===== src/rtl/smb_reg_pkg.sv =====
package smb_reg_pkg;
  localparam int OFFS_W = 7;
  localparam int BYTE_W = 8;

  typedef enum logic [2:0] {
    ST_IDLE,
    ST_ADDR,
    ST_CMD,
    ST_WDATA,
    ST_ACK,
    ST_TX,
    ST_MACK
  } smb_state_e;
endpackage


===== src/rtl/smb_rst_sync.sv =====
module smb_rst_sync #(
  parameter int STAGES = 2
) (
  input  logic clk,
  input  logic rst_n,
  output logic rst_sync_n
);
  logic [STAGES-1:0] chain_q;

  always_ff @(posedge clk or negedge rst_n) begin
    if (!rst_n) chain_q <= '0;
    else        chain_q <= {chain_q[STAGES-2:0], 1'b1};
  end

  assign rst_sync_n = chain_q[STAGES-1];
endmodule


===== src/rtl/smb_line_monitor.sv =====
module smb_line_monitor #(
  parameter int SYNC_STAGES = 2
) (
  input  logic clk,
  input  logic rst_n,
  input  logic scl_in,
  input  logic sda_in,
  output logic sda_s,
  output logic scl_rise,
  output logic scl_fall,
  output logic start_det,
  output logic stop_det
);
  localparam int LAST = SYNC_STAGES;
  localparam int CUR  = SYNC_STAGES - 1;

  logic [LAST:0] scl_sr_q, sda_sr_q;
  logic [LAST:0] scl_sr_d, sda_sr_d;

  always_comb begin
    scl_sr_d = {scl_sr_q[LAST-1:0], scl_in};
    sda_sr_d = {sda_sr_q[LAST-1:0], sda_in};
  end

  always_ff @(posedge clk or negedge rst_n) begin
    if (!rst_n) begin
      scl_sr_q <= '1;
      sda_sr_q <= '1;
    end else begin
      scl_sr_q <= scl_sr_d;
      sda_sr_q <= sda_sr_d;
    end
  end

  assign sda_s     = sda_sr_q[CUR];
  assign scl_rise  = scl_sr_q[CUR] & ~scl_sr_q[LAST];
  assign scl_fall  = ~scl_sr_q[CUR] & scl_sr_q[LAST];
  assign start_det = scl_sr_q[CUR] & scl_sr_q[LAST] & ~sda_sr_q[CUR] & sda_sr_q[LAST];
  assign stop_det  = scl_sr_q[CUR] & scl_sr_q[LAST] & sda_sr_q[CUR] & ~sda_sr_q[LAST];
endmodule


===== src/rtl/smb_xfer_engine.sv =====
module smb_xfer_engine
  import smb_reg_pkg::*;
#(
  parameter logic [6:0] DEV_ADDR = 7'h69,
  parameter int         NUM_REGS = 8
) (
  input  logic              clk,
  input  logic              rst_n,
  input  logic              sda_s,
  input  logic              scl_rise,
  input  logic              scl_fall,
  input  logic              start_det,
  input  logic              stop_det,
  output logic              sda_pull,
  output logic              rf_we,
  output logic [OFFS_W-1:0] rf_waddr,
  output logic [BYTE_W-1:0] rf_wdata,
  output logic [OFFS_W-1:0] rf_raddr,
  input  logic [BYTE_W-1:0] rf_rdata
);
  localparam logic [BYTE_W-1:0] NREG8 = BYTE_W'(NUM_REGS);

  smb_state_e        st_q, st_d, nxt_q, nxt_d;
  logic [3:0]        bc_q, bc_d, bc_inc;
  logic [7:0]        sh_q, sh_d, tx_q, tx_d;
  logic [OFFS_W-1:0] ptr_q, ptr_d;
  logic              blk_q, blk_d, cntp_q, cntp_d, sendc_q, sendc_d;
  logic              hack_q, hack_d, pull_q, pull_d;
  logic              we_q, we_d;
  logic [OFFS_W-1:0] wa_q, wa_d;
  logic [7:0]        wd_q, wd_d;
  logic              in_range;
  logic [7:0]        load_val;

  assign in_range = ({1'b0, ptr_q} < NREG8);
  assign load_val = sendc_q ? NREG8 : (in_range ? rf_rdata : 8'h00);
  assign bc_inc   = bc_q + 4'd1;

  always_comb begin
    st_d    = st_q;   nxt_d  = nxt_q;  bc_d   = bc_q;   sh_d   = sh_q;
    tx_d    = tx_q;   ptr_d  = ptr_q;  blk_d  = blk_q;  cntp_d = cntp_q;
    sendc_d = sendc_q; hack_d = hack_q; pull_d = pull_q;
    we_d    = 1'b0;   wa_d   = wa_q;   wd_d   = wd_q;
    if (start_det) begin
      st_d = ST_ADDR; bc_d = 4'd0; pull_d = 1'b0;
    end else if (stop_det) begin
      st_d = ST_IDLE; pull_d = 1'b0;
    end else begin
      unique case (st_q)
        ST_ADDR, ST_CMD, ST_WDATA: begin
          if (scl_rise) begin
            sh_d = {sh_q[6:0], sda_s};
            bc_d = bc_inc;
          end else if (scl_fall && bc_q == 4'd8) begin
            bc_d = 4'd0; st_d = ST_ACK; pull_d = 1'b1;
            if (st_q == ST_ADDR) begin
              if (sh_q[7:1] != DEV_ADDR) begin
                st_d = ST_IDLE; pull_d = 1'b0;
              end else if (sh_q[0]) begin
                nxt_d = ST_TX; sendc_d = blk_q;
              end else begin
                nxt_d = ST_CMD;
              end
            end else if (st_q == ST_CMD) begin
              blk_d  = ~sh_q[7];
              cntp_d = ~sh_q[7];
              ptr_d  = sh_q[7] ? sh_q[6:0] : '0;
              nxt_d  = ST_WDATA;
            end else begin
              nxt_d = ST_WDATA;
              if (cntp_q) begin
                cntp_d = 1'b0;
              end else begin
                if (in_range) begin
                  we_d = 1'b1; wa_d = ptr_q; wd_d = sh_q;
                end
                ptr_d = ptr_q + 1'b1;
              end
            end
          end
        end
        ST_ACK: begin
          if (scl_fall) begin
            bc_d = 4'd0; st_d = nxt_q; pull_d = 1'b0;
            if (nxt_q == ST_TX) begin
              tx_d = load_val; pull_d = ~load_val[7];
              if (sendc_q) sendc_d = 1'b0;
              else         ptr_d   = ptr_q + 1'b1;
            end
          end
        end
        ST_TX: begin
          if (scl_fall) begin
            if (bc_q == 4'd7) begin
              st_d = ST_MACK; pull_d = 1'b0;
            end else begin
              bc_d   = bc_inc;
              pull_d = ~tx_q[~bc_inc[2:0]];
            end
          end
        end
        ST_MACK: begin
          if (scl_rise) begin
            hack_d = ~sda_s;
          end else if (scl_fall) begin
            if (hack_q) begin
              st_d = ST_TX; bc_d = 4'd0;
              tx_d = load_val; pull_d = ~load_val[7];
              if (sendc_q) sendc_d = 1'b0;
              else         ptr_d   = ptr_q + 1'b1;
            end else begin
              st_d = ST_IDLE;
            end
          end
        end
        default: ;
      endcase
    end
  end

  always_ff @(posedge clk or negedge rst_n) begin
    if (!rst_n) begin
      st_q <= ST_IDLE; nxt_q <= ST_IDLE; bc_q <= '0; sh_q <= '0; tx_q <= '0;
      ptr_q <= '0; blk_q <= 1'b0; cntp_q <= 1'b0; sendc_q <= 1'b0;
      hack_q <= 1'b0; pull_q <= 1'b0; we_q <= 1'b0; wa_q <= '0; wd_q <= '0;
    end else begin
      st_q <= st_d; nxt_q <= nxt_d; bc_q <= bc_d; sh_q <= sh_d; tx_q <= tx_d;
      ptr_q <= ptr_d; blk_q <= blk_d; cntp_q <= cntp_d; sendc_q <= sendc_d;
      hack_q <= hack_d; pull_q <= pull_d; we_q <= we_d; wa_q <= wa_d; wd_q <= wd_d;
    end
  end

  assign sda_pull = pull_q;
  assign rf_we    = we_q;
  assign rf_waddr = wa_q;
  assign rf_wdata = wd_q;
  assign rf_raddr = ptr_q;
endmodule


===== src/rtl/smb_reg_slave.sv =====
module smb_reg_slave
  import smb_reg_pkg::*;
#(
  parameter logic [6:0] DEV_ADDR    = 7'h69,
  parameter int         NUM_REGS    = 8,
  parameter int         SYNC_STAGES = 2
) (
  input  logic              clk,
  input  logic              rst_n,
  input  logic              scl_in,
  input  logic              sda_in,
  output logic              sda_pull,
  output logic              rf_we,
  output logic [OFFS_W-1:0] rf_waddr,
  output logic [BYTE_W-1:0] rf_wdata,
  output logic [OFFS_W-1:0] rf_raddr,
  input  logic [BYTE_W-1:0] rf_rdata
);
  logic rst_sync_n;
  logic sda_s, scl_rise, scl_fall, start_det, stop_det;

  smb_rst_sync #(.STAGES(2)) u_rst (
    .clk(clk), .rst_n(rst_n), .rst_sync_n(rst_sync_n)
  );

  smb_line_monitor #(.SYNC_STAGES(SYNC_STAGES)) u_mon (
    .clk(clk), .rst_n(rst_sync_n), .scl_in(scl_in), .sda_in(sda_in),
    .sda_s(sda_s), .scl_rise(scl_rise), .scl_fall(scl_fall),
    .start_det(start_det), .stop_det(stop_det)
  );

  smb_xfer_engine #(.DEV_ADDR(DEV_ADDR), .NUM_REGS(NUM_REGS)) u_eng (
    .clk(clk), .rst_n(rst_sync_n), .sda_s(sda_s), .scl_rise(scl_rise),
    .scl_fall(scl_fall), .start_det(start_det), .stop_det(stop_det),
    .sda_pull(sda_pull), .rf_we(rf_we), .rf_waddr(rf_waddr),
    .rf_wdata(rf_wdata), .rf_raddr(rf_raddr), .rf_rdata(rf_rdata)
  );
endmodule


===== config.mk =====
export PLATFORM = sky130hd
export DESIGN_NAME = smb_reg_slave
export DESIGN_NICKNAME = d
export VERILOG_FILES = /design/src/rtl/smb_reg_pkg.sv /design/src/rtl/smb_rst_sync.sv /design/src/rtl/smb_line_monitor.sv /design/src/rtl/smb_xfer_engine.sv /design/src/rtl/smb_reg_slave.sv
export SDC_FILE = /design/constraint.sdc
export NUM_CORES = 1
export LEC_CHECK = 0
export CAP_MARGIN = 0
export CORE_MARGIN = 4
export CORE_UTILIZATION = 35
export DETAILED_ROUTE_END_ITERATION = 16
export DONT_BUFFER_PORTS = 1
export PLACE_DENSITY = 0.47
export SLEW_MARGIN = 20
export SYNTH_ARGS = -nofsm -noshare
export SYNTH_HDL_FRONTEND = slang
export SYNTH_SLANG_ARGS = --single-unit

===== constraint.sdc =====
create_clock -name clk -period 4.8 [get_ports clk]
set_input_delay 0.96 -clock clk [delete_from_list [all_inputs] [get_ports clk]]
set_output_delay 0.96 -clock clk [all_outputs]
set_load 0.005 [all_outputs]

Word level (Yosys, flattened, before mapping)

Index checks and enable logic that the tools add are counted.

Register bits after elaboration: 62
Bits in latches: 0
Memory bits (writable): 0
ROM bits: 0
Output and inout port bits: 24
Memories: 0

Add/sub/neg operators: 2
Multipliers: 0
Div/mod/pow operators: 0
Magnitude comparators: 2
Equal/unequal tests: 39
Shift-type cells: 0
Multiplexer cells: 85
Bitwise logic cells: 21
Reduce and logical (&&, ||, !) cells: 18

Operators with widths:

| cell                  | count |
|---|---|
| $mux W7               | 12 |
| $mux W8               | 7 |
| $mux W3               | 15 |
| $mux W4               | 10 |
| $mux W1               | 34 |
| $ne A4 B3 Y1 const B  | 7 |
| $reduce_and A8 Y1     | 3 |
| $pmux W7 S3           | 1 |
| $reduce_and A9 Y1     | 2 |
| $pmux W4 S4           | 1 |
| $pmux W8 S2           | 1 |
| $ne A2 B1 Y1 const B  | 7 |
| $not A1 Y1            | 13 |
| $reduce_and A13 Y1    | 1 |
| $eq A3 B3 Y1 const B  | 4 |
| $ne A2 B2 Y1 const B  | 6 |
| $ne A3 B2 Y1 const B  | 4 |
| $pmux W3 S4           | 1 |
| $reduce_and A12 Y1    | 1 |
| $reduce_and A6 Y1     | 2 |
| $ne A3 B3 Y1 const B  | 3 |
| $ne A4 B4 Y1 const B  | 2 |
| $reduce_and A4 Y1     | 2 |
| $add A7 B1 Y7 const B | 1 |
| other kinds (20)      | 27 |

Longest topological paths before layout

Gate-level depths: netlist of run 1.

Depth after elaboration: 10
Depth in mapped cells: 8

By module

From an unflattened synthesis of run 1, not the netlist that was laid out.

Cells, all modules: 297
Area total of the unflattened synthesis: 3145.5 sq um

Modules (own cells, without submodules):

| module           | instances | cells an instance | area an instance (sq um) |
|---|---|---|---|
| smb_xfer_engine  | 1         | 284               | 2901.5 |
| smb_line_monitor | 1         | 10                | 190.2 |
| smb_rst_sync     | 1         | 3                 | 53.8 |

Worst setup path before layout of run 1

Ideal clock, no wire load.

Path type: register to register
Start point: reg u_mon.scl_sr_q[2]
End point: reg u_eng.wd_q[2] (netlist: u_eng.rf_wdata[2])
Setup time: 0.125 ns
Arrival: 2.237 ns
Data required time: 4.675 ns
Setup slack: 2.438 ns
Cell stages (with the launch flop): 8
Path buffers: 2
Clock period less this slack: 2.362 ns
Cells stage by stage: dfstp_2 and2b_2 nand4_4 or2_1 or4_1 buf_2 buf_6 mux2_4

Cells in the longest elaborated chain, start to end: 5
Elaborated cells on any way between the ends: 13
Classes of those cells: bitwise (11); reduce/logical (2)

RTL lines:

| what                                           | line                                           | text |
|---|---|---|
| start, declared                                | smb_line_monitor.sv:17                         | `logic [LAST:0] scl_sr_q, sda_sr_q;` |
| start signal, assigned                         | smb_line_monitor.sv:30                         | `scl_sr_q <= scl_sr_d;` |
| $and A1 B1 Y1                                  | smb_line_monitor.sv:38, smb_line_monitor.sv:39 |  |
| $and A1 B1 Y1 (on tied branches) (2 in series) | smb_line_monitor.sv:39, smb_line_monitor.sv:38 |  |
| $not A1 Y1 (no source line)                    | -                                              |  |
| $reduce_and A9 Y1 (no source line) *           | -                                              |  |
| end signal, assigned                           | smb_xfer_engine.sv:129                         | `hack_q <= hack_d; pull_q <= pull_d; we_q <= we_d; wa_q <= wa_d; wd_q <= wd_d;` |
| end, declared                                  | smb_xfer_engine.sv:31                          | `logic [7:0] wd_q, wd_d;` |

Every way passes the cells marked *; elsewhere a longest branch is shown, timed or not.
A chain may end at the register's enable or synchronous reset.

Worst setup path in the final report of run 1

Start point: reg u_mon.scl_sr_q[2]
End point: reg u_eng.wd_q[4] (netlist: u_eng.rf_wdata[4])

Same word-level chain as after synthesis.

==> qor.yml, run 1 <==
outcome:
  result_of_the_run: "complete, no violations"
sta:
  maxSlewViolCount: 0
  setup_violations: 0
  slew_at_the_pin_closest_to_its_max_slew_limit_ps: 803
  finalCriticalPeriod_ps: 2670
  final_hold_viol_count: 0
  achievable-frequency_mhz: 375
  max-slew-margin-rel_pct: 46.2
  timing.clock.skew_ps: 6.15
  totalNegativeSetupSlack_ps: 0
  final_critical_path_share_of_the_clock_period_pct: 55.6
  setup_repair_after_global_routing_missed_its_margin: "false"
global_route:
  overflow: 0
  grt_first_pass_wirelength_um: 11800
  maximum_number_of_pins_on_one_net_before_global_route_repair: 43
  first_global_vias: 2259
  antenna_found_initial: 0
  grt.total_usage_pct: 14.8
synth:
  yosys_most_used_dff: "sky130_fd_sc_hd__dfrtp_1"
  postSynthNetCount: 296
  yosysUniqueCellTypes: 50
  syn_area_mm2: 0.00301
  ys_async_sr_fraction_pct: 100
  synth_enable_flop_cells: 0
  yosys_register_bits: 62
  postSynthCellCount: 281
  post_synth.cell_area_avg_um2: 10.7
  yosysSeqAreaShare_pct: 51.8
  synthesis.yosys.warnings: 0
clocking:
  cts_tree: "done"
  clockBufferDepth: 2
  clkSinkCount: 62
  post_cts_resized: 0
  postCtsSetupRepairBufs: 0
  h-tree-depth: 3
  worst_setup_hold_path_clk_slew_ps: 70
  clk_latency_ps: 330
  post_cts_hold_buffer_count: 0
  cts_root_buf: "sky130_fd_sc_hd__clkbuf_8"
  cts_made_buffers: 9
setup_path:
  crit-reg2reg-capture: "u_eng.rf_wdata[4]"
  timing.critical_path.to_type: "flip-flop"
  critPathMaxStageDelay_ps: 860
  path_cells: "and2b_2, nand4_4, or2_1, or4_1, mux2_4"
  crit_path_max_fanout: 16
  critical_path.reg2reg.startpoint: "u_mon.scl_sr_q[2]"
  crit_end: "u_eng.rf_wdata[4]"
  timing.setup.critical_path_class: "flip-flop to flip-flop"
  ff2ff_path_depth: 5
  setup.worst_path.start: "u_mon.scl_sr_q[2]"
  critical_path.top_delay_family: "simple AND/OR/NAND/NOR gates"
  critical_path_buf_inv_count: 0
  worstPathArrival_ps: 2890
  cp.required_ps: 5020
  crit_path_start_kind: "flip-flop"
  timing.reg2reg.setup_slack_ps: 2130
  cp.depth: 5
  timing.critical_path.slowest_stage_cell: "sky130_fd_sc_hd__or4_1"
cells_and_area:
  final_layout_size_suffix_gt1_share_pct: 19.7
  finalNetCount: 300
  area_growth_syn_to_layout_pct: 10.1
  most-common-layout-cells: "sky130_fd_sc_hd__dfrtp_1, sky130_fd_sc_hd__nand2_1, sky130_fd_sc_hd__mux2_2"
  final_area_mm2: 0.00331
  most_common_cell_after_layout_fill_and_taps_aside: "sky130_fd_sc_hd__dfrtp_1"
  antenna_cells: 0
  layoutNonFillerInstCount: 395
  utilization_pct: 39.9
routing:
  routed_wire_length_per_instance_um: 17.3
  drt_first_iter_violations: 93
  detailedRoute.firstPassIterationCount: 5
  drt-total-wl_um: 6840
  postRouteAntennaNets: 0
  drc_errors: 0
  post_detailed_route_via_to_cell_ratio: 5.48
  via_count: 2163
die:
  core_area_mm2: 0.00830
  design.portCount: 36
  start_util_pct: 36.2
  die_h_um: 101
  die_area_mm2: 0.0101
  fp-row-count: 33
  die_x_extent_um: 101
power:
  power_per_cell_area_mw_per_mm2: 443
  p_leak_nw: 1.48
  power.ir.vdd_worst_v: 0.000177
placed_design:
  cell_area_reported_after_detailed_placement_mm2: 0.00311
  io_buffer_count: 0
  gp_routability_congestion: 0.867
  dp.final_hpwl_um: 4650
  numPlacedInstances: 379
flow_run:
  drv_cap: 0
hold_path:
  min-delay-path-class: "flip-flop to async pin"
-- sequential cells by signal, indices dropped and copies added (netlist names), 2 cells and up --
| name | cells |
|---|---|
| u_eng.rf_wdata | 8 |
| u_eng.sh_q | 8 |
| u_eng.tx_q | 8 |
| u_eng.rf_raddr | 7 |
| u_eng.rf_waddr | 7 |
| u_eng.bc_q | 4 |
| u_eng.nxt_q | 3 |
| u_eng.st_q | 3 |
| u_mon.scl_sr_q | 3 |
| u_mon.sda_sr_q | 3 |
| u_rst.chain_q | 2 |
-- final cells by class --
| type | instances | area, um2 |
|---|---|---|
| Clock buffer | 11 | 141 |
| Clock inverter | 5 | 58.8 |
| Fill cell | 790 | 4990 |
| Inverter | 10 | 37.5 |
| Multi-Input combinational cell | 200 | 1370 |
| Sequential cell | 62 | 1560 |
| Tap cell | 105 | 131 |
| Timing Repair Buffer | 2 | 15.0 |
-- how the worst min path moves through the flow --
stage	startpoint	to	slack, ps
after CTS	u_rst.chain_q[1]	u_eng.rf_wdata[0]	220
after global placement	u_rst.chain_q[1]	u_eng.rf_wdata[0]	210
after floorplan	u_rst.chain_q[0]	u_rst.chain_q[1]	330
after detailed placement	u_rst.chain_q[1]	u_eng.rf_wdata[0]	220
after global routing	u_rst.chain_q[1]	u_eng.rf_wdata[0]	250
final	u_rst.chain_q[1]	u_eng.rf_wdata[0]	200
-- logic make-up after synthesis --
family,count (synthesis),synth area share [%]
buffers and inverters,19,2.66
AND/OR/NAND/NOR,97,16.4
AO/OA/AOI/OAI,67,14.5
adder cells (fa/ha/maj),3,1.25
other,1,0.125
multiplexers,32,13.2
flip-flops,62,51.8
-- synthesized netlist by cell type, types with 3 or more instances --
| library cell | n | share of area, % |
|---|---|---|
| sky130_fd_sc_hd__o21ai_0 | 19 | 3.2 |
| sky130_fd_sc_hd__mux2i_1 | 4 | 1.3 |
| sky130_fd_sc_hd__nand2b_1 | 11 | 2.3 |
| sky130_fd_sc_hd__a31oi_1 | 8 | 1.7 |
| sky130_fd_sc_hd__nand2_1 | 39 | 4.9 |
| sky130_fd_sc_hd__mux2_2 | 21 | 7.9 |
| sky130_fd_sc_hd__ha_1 | 3 | 1.2 |
| sky130_fd_sc_hd__clkbuf_1 | 7 | 0.87 |
| sky130_fd_sc_hd__nand3b_1 | 3 | 0.75 |
| sky130_fd_sc_hd__and2_1 | 4 | 0.83 |
| sky130_fd_sc_hd__a21oi_1 | 13 | 2.2 |
| sky130_fd_sc_hd__o31ai_1 | 5 | 1.2 |
| sky130_fd_sc_hd__dfrtp_1 | 56 | 47 |
| sky130_fd_sc_hd__dfstp_2 | 6 | 5.2 |
| sky130_fd_sc_hd__nor2_1 | 13 | 1.6 |
| sky130_fd_sc_hd__inv_1 | 10 | 1.2 |
| sky130_fd_sc_hd__mux2_4 | 5 | 2.5 |
| sky130_fd_sc_hd__nand3_1 | 10 | 1.7 |
| sky130_fd_sc_hd__nor3_1 | 3 | 0.50 |
| sky130_fd_sc_hd__a21o_1 | 3 | 0.75 |
-- power breakdown --
group / leakage (nW) / switching [mW] / internal (mW)
clock network: 0.0955 / 0.212 / 0.254
logic: 0.555 / 0.193 / 0.138
registers: 0.824 / 0.0950 / 0.575
-- through the flow --
step	worst slack, ps	power, mW	hold slack [ps]
finish	2130	1.47	202
global route	1910	1.57	246
CTS	2090	1.49	225
detailed placement	2090	1.01	222
global placement	2090	1.01	215
floorplan	2440	0.916	331
-- metal layers --
| metal | share of wire [%] | up-vias | global-route usage (%) | wire [um] |
|---|---|---|---|---|
| met5 | 0 | - | 0 | 0 |
| met4 | 1.1 | 0 | 5.80 | 72 |
| met3 | 5.6 | 6 | 4.50 | 384 |
| met2 | 46 | 67 | 22.2 | 3140 |
| met1 | 47 | 1058 | 20.0 | 3240 |
| li1 | - | 1032 | - | - |
(Power assumes the default switching activity.)
==> run 2, diff against run 1 <==
ABC_AREA = 1   (was not set)
clock period = 2.6 ns   (was 4.8 ns; I/O delays follow)
==> run 2 against run 1 <==
  * Core utilization is 0.52 points lower
  * Register-to-register slack got worse by 1500 ps
  * Worst hold slack worse by 26 ps
  * Combinational power rose to 3.8 times the previous value
  * Critical path depth increased by 2
  * First-iteration DRC count grew 44%
  * Critical path type unchanged
  * Largest cell class unchanged
==> qor.yml, run 2 <==
outcome:
  result_of_the_run: "complete, no violations"  # unchanged
setup_path:
  crit_path_start_kind: "flip-flop"  # unchanged
  path_cells: "inv_1, nand4_1, nand2_1, nor2_1, nand3_2, inv_1, nor2_1"  # was and2b_2, nand4_4, or2_1, or4_1, mux2_4
  timing.critical_path.slowest_stage_cell: "sky130_fd_sc_hd__dfstp_2"  # was sky130_fd_sc_hd__or4_1
  critPathMaxStageDelay_ps: 550  # was 860 ps
  cp.required_ps: 2830  # was 5020 ps
  critical_path.top_delay_family: "simple AND/OR/NAND/NOR gates"  # unchanged
  timing.critical_path.to_type: "flip-flop"  # unchanged
  worstPathArrival_ps: 2160  # was 2890 ps
  critical_path_buf_inv_count: 2  # was 0
  timing.setup.critical_path_class: "flip-flop to flip-flop"  # unchanged
  crit_path_max_fanout: 12  # was 16
die:
  start_util_pct: 35.9  # was 36.2%
  die_x_extent_um: 105  # was 101 um
  die_area_mm2: 0.0111  # was 0.0101 mm2
  fp-row-count: 35  # was 33
  die_h_um: 105  # was 101 um
  design.portCount: 36  # unchanged
  core_area_mm2: 0.00924  # was 0.00830 mm2
synth:
  synth_area_leaders: "sky130_fd_sc_hd__dfrtp_1, sky130_fd_sc_hd__nand2_1, sky130_fd_sc_hd__nand3_1, sky130_fd_sc_hd__nor2_1, sky130_fd_sc_hd__dfstp_2"  # was sky130_fd_sc_hd__dfrtp_1, sky130_fd_sc_hd__mux2_2, sky130_fd_sc_hd__dfstp_2, sky130_fd_sc_hd__nand2_1, sky130_fd_sc_hd__o21ai_0
  synth_enable_flop_cells: 0  # unchanged
  yosysTopAreaCellShare_pct: 42.2  # was 46.6%
  post_synth.cell_area_avg_um2: 7.68  # was 10.7 um2
  syn_area_mm2: 0.00332  # was 0.00301 mm2
  synthesis.yosys.warnings: 0  # unchanged
  yosys_most_used_dff: "sky130_fd_sc_hd__dfrtp_1"  # unchanged
  ys_async_sr_fraction_pct: 100  # unchanged
  yosysSeqAreaShare_pct: 47.0  # was 51.8%
  postSynthCellCount: 432  # was 281
  postSynthNetCount: 447  # was 296
  synth.cells.most_frequent: "sky130_fd_sc_hd__nand2_1, sky130_fd_sc_hd__dfrtp_1, sky130_fd_sc_hd__nor2_1"  # was sky130_fd_sc_hd__dfrtp_1, sky130_fd_sc_hd__nand2_1, sky130_fd_sc_hd__mux2_2
  yosys_register_bits: 62  # unchanged
  yosys.area.top_type: "sky130_fd_sc_hd__dfrtp_1"  # unchanged
  yosysUniqueCellTypes: 34  # was 50
  library_cell_with_the_highest_instance_count_after_synthesis: "sky130_fd_sc_hd__nand2_1"  # was sky130_fd_sc_hd__dfrtp_1
sta:
  finalCriticalPeriod_ps: 1920  # was 2670 ps
  final_critical_path_share_of_the_clock_period_pct: 73.9  # was 55.6%
  totalNegativeSetupSlack_ps: 0  # unchanged
  setup_violations: 0  # unchanged
  max-slew-margin-rel_pct: 64.5  # was 46.2%
  maxSlewViolCount: 0  # unchanged
  final_hold_viol_count: 0  # unchanged
  setup_repair_after_global_routing_missed_its_margin: "false"  # unchanged
  achievable-frequency_mhz: 520  # was 375 MHz
  slew_at_the_pin_closest_to_its_max_slew_limit_ps: 532  # was 803 ps
  timing.clock.skew_ps: 14.8  # was 6.15 ps
  whs_ps: 176  # was 202 ps
clocking:
  clkSinkCount: 62  # unchanged
  clockBufferDepth: 2  # unchanged
  h-tree-depth: 3  # unchanged
  cts_tree: "done"  # unchanged
  cts_root_buf: "sky130_fd_sc_hd__clkbuf_8"  # unchanged
  clk_latency_ps: 350  # was 330 ps
  post_cts_resized: 0  # unchanged
  worst_setup_hold_path_clk_slew_ps: 70  # about the same
  cts_made_buffers: 9  # unchanged
power:
  total_power_mw: 3.44  # was 1.47 mW
  power.ir.vdd_worst_v: 0.000470  # was 0.000177 V
  p_leak_nw: 1.87  # was 1.48 nW
  power_per_cell_area_mw_per_mm2: 944  # was 443 mW/mm2
placed_design:
  cell_area_reported_after_detailed_placement_mm2: 0.00345  # was 0.00311 mm2
  numPlacedInstances: 556  # was 379
  dp.final_hpwl_um: 5840  # was 4650 um
  gp_routability_congestion: 0.834  # was 0.867
  io_buffer_count: 0  # unchanged
global_route:
  first_global_vias: 2573  # was 2,259
  grt.total_usage_pct: 15.1  # was 14.8%
  overflow: 0  # unchanged
  grt_first_pass_wirelength_um: 13300  # was 11,800 um
  maximum_number_of_pins_on_one_net_before_global_route_repair: 26  # was 43
  antenna_found_initial: 0  # unchanged
routing:
  drt-total-wl_um: 7820  # was 6840 um
  drt_first_iter_violations: 134  # was 93
  drc_errors: 0  # unchanged
  post_detailed_route_via_to_cell_ratio: 4.70  # was 5.48
  postRouteAntennaNets: 0  # unchanged
  via_count: 2695  # was 2,163
  routed_wire_length_per_instance_um: 13.6  # was 17.3 um
  detailedRoute.firstPassIterationCount: 4  # was 5
flow_run:
  drv_cap: 0  # unchanged
cells_and_area:
  layoutNonFillerInstCount: 573  # was 395
  area_growth_syn_to_layout_pct: 9.73  # was 10.1%
  n_fill_cell: 962  # was 790
  final_area_mm2: 0.00364  # was 0.00331 mm2
  most-common-layout-cells: "sky130_fd_sc_hd__nand2_1, sky130_fd_sc_hd__dfrtp_1, sky130_fd_sc_hd__nor2_1"  # was sky130_fd_sc_hd__dfrtp_1, sky130_fd_sc_hd__nand2_1, sky130_fd_sc_hd__mux2_2
  most_common_cell_after_layout_fill_and_taps_aside: "sky130_fd_sc_hd__nand2_1"  # was sky130_fd_sc_hd__dfrtp_1
  final_layout_size_suffix_gt1_share_pct: 13.1  # was 19.7%
  finalNetCount: 454  # was 300
  antenna_cells: 0  # unchanged
hold_path:
  min-delay-path-class: "input pin to flip-flop"  # was flip-flop to async pin
run 2: cell types whose count changed in the layout (fill, tap and decap cells not counted), moves of 11 or more:
| cell | change |
|---|---|
| sky130_fd_sc_hd__inv_1 | +23 |
| sky130_fd_sc_hd__mux2_2 | -21 |
| sky130_fd_sc_hd__nand2_1 | +117 |
| sky130_fd_sc_hd__nand2b_1 | -11 |
| sky130_fd_sc_hd__nand3_1 | +31 |
| sky130_fd_sc_hd__nand4_1 | +16 |
| sky130_fd_sc_hd__nor2_1 | +30 |
run 2: final cells by class:
type                            instances  area [um2]  share of cell area (%)
Sequential cell                        62        1560                    42.9
Multi-Input combinational cell        323        1550                    42.6
Tap cell                              129         161                    4.43
Clock buffer                           13         159                    4.36
Inverter                               37         141                    3.88
Timing Repair Buffer                    6        47.5                    1.31
Clock inverter                          3        21.3                   0.584
run 2: timing repair:
action / in CTS / in global routing
setup buffers: 0 / 0
hold buffers: 1 / 0
endpoints found under the hold margin: 2 / 0
run 2: kinds of logic after synthesis:
logic type / after synthesis / share of synthesized area [%]
compound gates: 35 / 6.30
xor+xnor: 4 / 1.06
fa+ha+maj: 3 / 1.13
buf+inv: 47 / 6.30
flops: 62 / 47.0
other cells: 1 / 0.113
simple gates: 280 / 38.1
run 2: final timing paths:
| check | startpoint | endpoint | slack (ps) | cells past startpoint |
|---|---|---|---|---|
| setup / recovery | u_mon.sda_sr_q[1] | u_eng.rf_waddr[3] | 680 | 7 |
| setup reg to reg | u_mon.sda_sr_q[1] | u_eng.rf_waddr[3] | 680 | 7 |
| hold / removal | scl_in | u_mon.scl_sr_q[0] | 180 | 0 |
| max in group asynchronous | u_rst.chain_q[1] | u_mon.scl_sr_q[2] | 1650 | 1 |
| hold reg to reg | u_rst.chain_q[1] | u_eng.rf_raddr[3] | 240 | 0 |
| min in group asynchronous | u_rst.chain_q[1] | u_eng.rf_raddr[3] | 240 | 0 |
run 2: per-stage QoR:
stage	setup slack, ps	utilization, %
5_1_grt	413	39.4
4_1_cts	646	39.4
2_1_floorplan	756	-
6_report	678	39.4
3_5_place_dp	641	37.3
3_3_place_gp	653	37.3
run 2: routing by layer:
layer,vias to the layer above,global-route usage [%],wire [um]
met5,-,0,0
met1,1221,20.7,3820
li1,1406,-,-
met2,62,22.4,3510
met4,0,5.25,83
met3,6,4.78,404
run 2: report_power, final:
group          internal (mW)  total (mW)  switching [mW]  leakage [nW]
clock                  0.399       0.783           0.384        0.0896
combinational          0.428        1.25           0.821         0.962
sequential              1.15        1.41           0.258         0.815
total                   1.98        3.44            1.46          1.87
==> run 3, diff against run 2 <==
ABC_AREA = 0   (was 1)
clock period = 1.94 ns   (was 2.6 ns; I/O delays follow)
==> run 3 against run 2 <==
  * The run now ends with setup timing left
  * Via count is 12% lower
  * Combinational power is 10% higher
  * Largest power group unchanged
  * Register-to-register slack worse by 780 ps
  * Design area is 7.5% higher
  * Critical path type unchanged
  * Non-clock buffer count is 52 higher
  * Clock power is 67% higher
  * Count of clock-buffer cells in the layout is 4 lower
  * Critical endpoint is now u_eng.rf_wdata[6]
==> qor.yml, run 3 (synthesized netlist as in run 1, its figures left out) <==
setup_path:
  worstPathArrival_ps: 2270  # was 2160 ps
  crit_path_max_fanout: 10  # was 12
  timing.critical_path.slowest_stage_cell: "sky130_fd_sc_hd__dfstp_2"  # unchanged
  critPathMaxStageDelay_ps: 530  # was 550 ps
  crit_path_start_kind: "flip-flop"  # unchanged
  timing.critical_path.to_type: "flip-flop"  # unchanged
  cp.required_ps: 2170  # was 2830 ps
  timing.setup.critical_path_class: "flip-flop to flip-flop"  # unchanged
  path_cells: "and2b_2, nand4_4, or2_4, or4_4, buf_6, mux2_4"  # was inv_1, nand4_1, nand2_1, nor2_1, nand3_2, inv_1, nor2_1
die:
  start_util_pct: 36.2  # was 35.9%
  core_area_mm2: 0.00830  # was 0.00924 mm2
  die_x_extent_um: 101  # was 105 um
  fp-row-count: 33  # was 35
  die_area_mm2: 0.0101  # was 0.0111 mm2
  design.portCount: 36  # unchanged
  die_h_um: 101  # was 105 um
sta:
  setup_repair_after_global_routing_missed_its_margin: "true"  # was false
  maxSlewViolCount: 0  # unchanged
  whs_ps: 35.9  # was 176 ps
  final_critical_path_share_of_the_clock_period_pct: 105  # was 73.9%
  timing.clock.skew_ps: 14.6  # was 14.8 ps
  finalWorstSetupSlack_ps: -102  # was 678 ps
  achievable-frequency_mhz: 490  # was 520 MHz
  finalCriticalPeriod_ps: 2040  # was 1920 ps
  setup_violations: 16  # was 0
  final_hold_viol_count: 0  # unchanged
  totalNegativeSetupSlack_ps: -1080  # was 0 ps
global_route:
  grt_first_pass_wirelength_um: 12500  # was 13,300 um
  grt.total_usage_pct: 16.0  # was 15.1%
  antenna_found_initial: 0  # unchanged
  overflow: 0  # unchanged
  maximum_number_of_pins_on_one_net_before_global_route_repair: 23  # was 26
  first_global_vias: 2375  # was 2,573
cells_and_area:
  antenna_cells: 0  # unchanged
  final_layout_size_suffix_gt1_share_pct: 37.3  # was 13.1%
  layoutNonFillerInstCount: 451  # was 573
  area_growth_syn_to_layout_pct: 30.1  # was 9.73%
  multi_input_area_mm2: 0.00148  # was 0.00155 mm2
  finalNetCount: 356  # was 454
  most-common-layout-cells: "sky130_fd_sc_hd__dfrtp_1, sky130_fd_sc_hd__buf_4, sky130_fd_sc_hd__nand2_1"  # was sky130_fd_sc_hd__nand2_1, sky130_fd_sc_hd__dfrtp_1, sky130_fd_sc_hd__nor2_1
  area.sequential_mm2: 0.00156  # unchanged
  n_fill_cell: 788  # was 962
  most_common_cell_after_layout_fill_and_taps_aside: "sky130_fd_sc_hd__dfrtp_1"  # was sky130_fd_sc_hd__nand2_1
routing:
  drc_errors: 0  # unchanged
  routed_wire_length_per_instance_um: 17.0  # was 13.6 um
  post_detailed_route_via_to_cell_ratio: 5.24  # was 4.70
  drt_first_iter_violations: 96  # was 134
  via_count: 2361  # was 2,695
  postRouteAntennaNets: 0  # unchanged
  detailedRoute.firstPassIterationCount: 4  # unchanged
  drt-total-wl_um: 7660  # was 7820 um
flow_run:
  drv_cap: 0  # unchanged
placed_design:
  numPlacedInstances: 426  # was 556
  io_buffer_count: 0  # unchanged
  gp_routability_congestion: 0.858  # was 0.834
  worst_slack_at_placement_ps: -189  # was 641 ps
  dp.final_hpwl_um: 5470  # was 5840 um
clocking:
  cts_root_buf: "sky130_fd_sc_hd__clkbuf_8"  # unchanged
  worst_setup_hold_path_clk_slew_ps: 80  # was 70 ps
  h-tree-depth: 3  # unchanged
  clk_latency_ps: 350  # about the same
  cts_made_buffers: 9  # unchanged
  clockBufferDepth: 2  # unchanged
  clkSinkCount: 62  # unchanged
  cts_tree: "done"  # unchanged
outcome:
  failing_checks: "setup timing"
  result_of_the_run: "finished with violations"  # was complete, no violations
power:
  power.ir.vdd_worst_v: 0.000440  # was 0.000470 V
  power_per_cell_area_mw_per_mm2: 1090  # was 944 mW/mm2
  total_power_mw: 4.28  # was 3.44 mW
  p_leak_nw: 1.80  # was 1.87 nW
hold_path:
  min-delay-path-class: "input pin to flip-flop"  # unchanged
==> run 3: worst max-delay path, delay by kind of cell (launching register included) <==
kind	cells	cell delay [ps]
buffers and inverters	1	170
flip-flops	1	530
multiplexers	1	290
AND/OR/NAND/NOR	4	940
==> run 3: final timing paths <==
check	slack [ps]	to	startpoint	depth (start not counted)
worst max-delay path	-100	u_eng.rf_wdata[6]	u_mon.scl_sr_q[2]	6
worst min-delay path	40	u_mon.sda_sr_q[0]	sda_in	0
worst max register to register	-100	u_eng.rf_wdata[6]	u_mon.scl_sr_q[2]	6
worst min register to register	200	u_eng.rf_waddr[2]	u_rst.chain_q[1]	0
max in group asynchronous	1040	u_mon.scl_sr_q[2]	u_rst.chain_q[1]	1
min in group asynchronous	200	u_eng.rf_waddr[2]	u_rst.chain_q[1]	0
==> run 3: layout make-up <==
| cell class | count | area share, % |
|---|---|---|
| Sequential cell | 62 | 39.9 |
| Clock inverter | 7 | 2.69 |
| Timing Repair Buffer | 58 | 12.1 |
| Inverter | 10 | 0.959 |
| Tap cell | 105 | 3.36 |
| Multi-Input combinational cell | 200 | 37.8 |
| Clock buffer | 9 | 3.17 |
==> run 3: layer usage <==
metal / track usage, % / part of all wire [%] / up-vias
li1: - / - / 1141
met1: 22.7 / 48 / 1152
met2: 22.7 / 44 / 53
met3: 4.29 / 4.8 / 15
met4: 7.56 / 2.5 / 0
met5: 0 / 0 / -
==> run 3: what timing repair did <==
| item | CTS | global route |
|---|---|---|
| pin swaps | 5 | 10 |
| setup buffers | 3 | 5 |
| setup endpoints to repair | 30 | 30 |
| hold endpoints to repair | 2 | 0 |
| hold buffers | 1 | 0 |
| gates resized for setup | 17 | 8 |
==> run 3: power by group <==
group / leakage [nW] / switching (mW) / internal [mW] / total [mW]
Clock: 0.112 / 0.571 / 0.743 / 1.31
Sequential: 0.824 / 0.155 / 1.42 / 1.58
Combinational: 0.858 / 0.700 / 0.683 / 1.38
==> run 3: stage by stage <==
| stage | util (%) | instance area, um2 |
|---|---|---|
| 6_report | 47.1 | 3910 |
| 5_1_grt | 47.1 | 3910 |
| 4_1_cts | 46.3 | 3840 |
| 3_5_place_dp | 42.2 | 3500 |
| 3_3_place_gp | 42.2 | 3500 |
| 2_1_floorplan | - | 3030 |
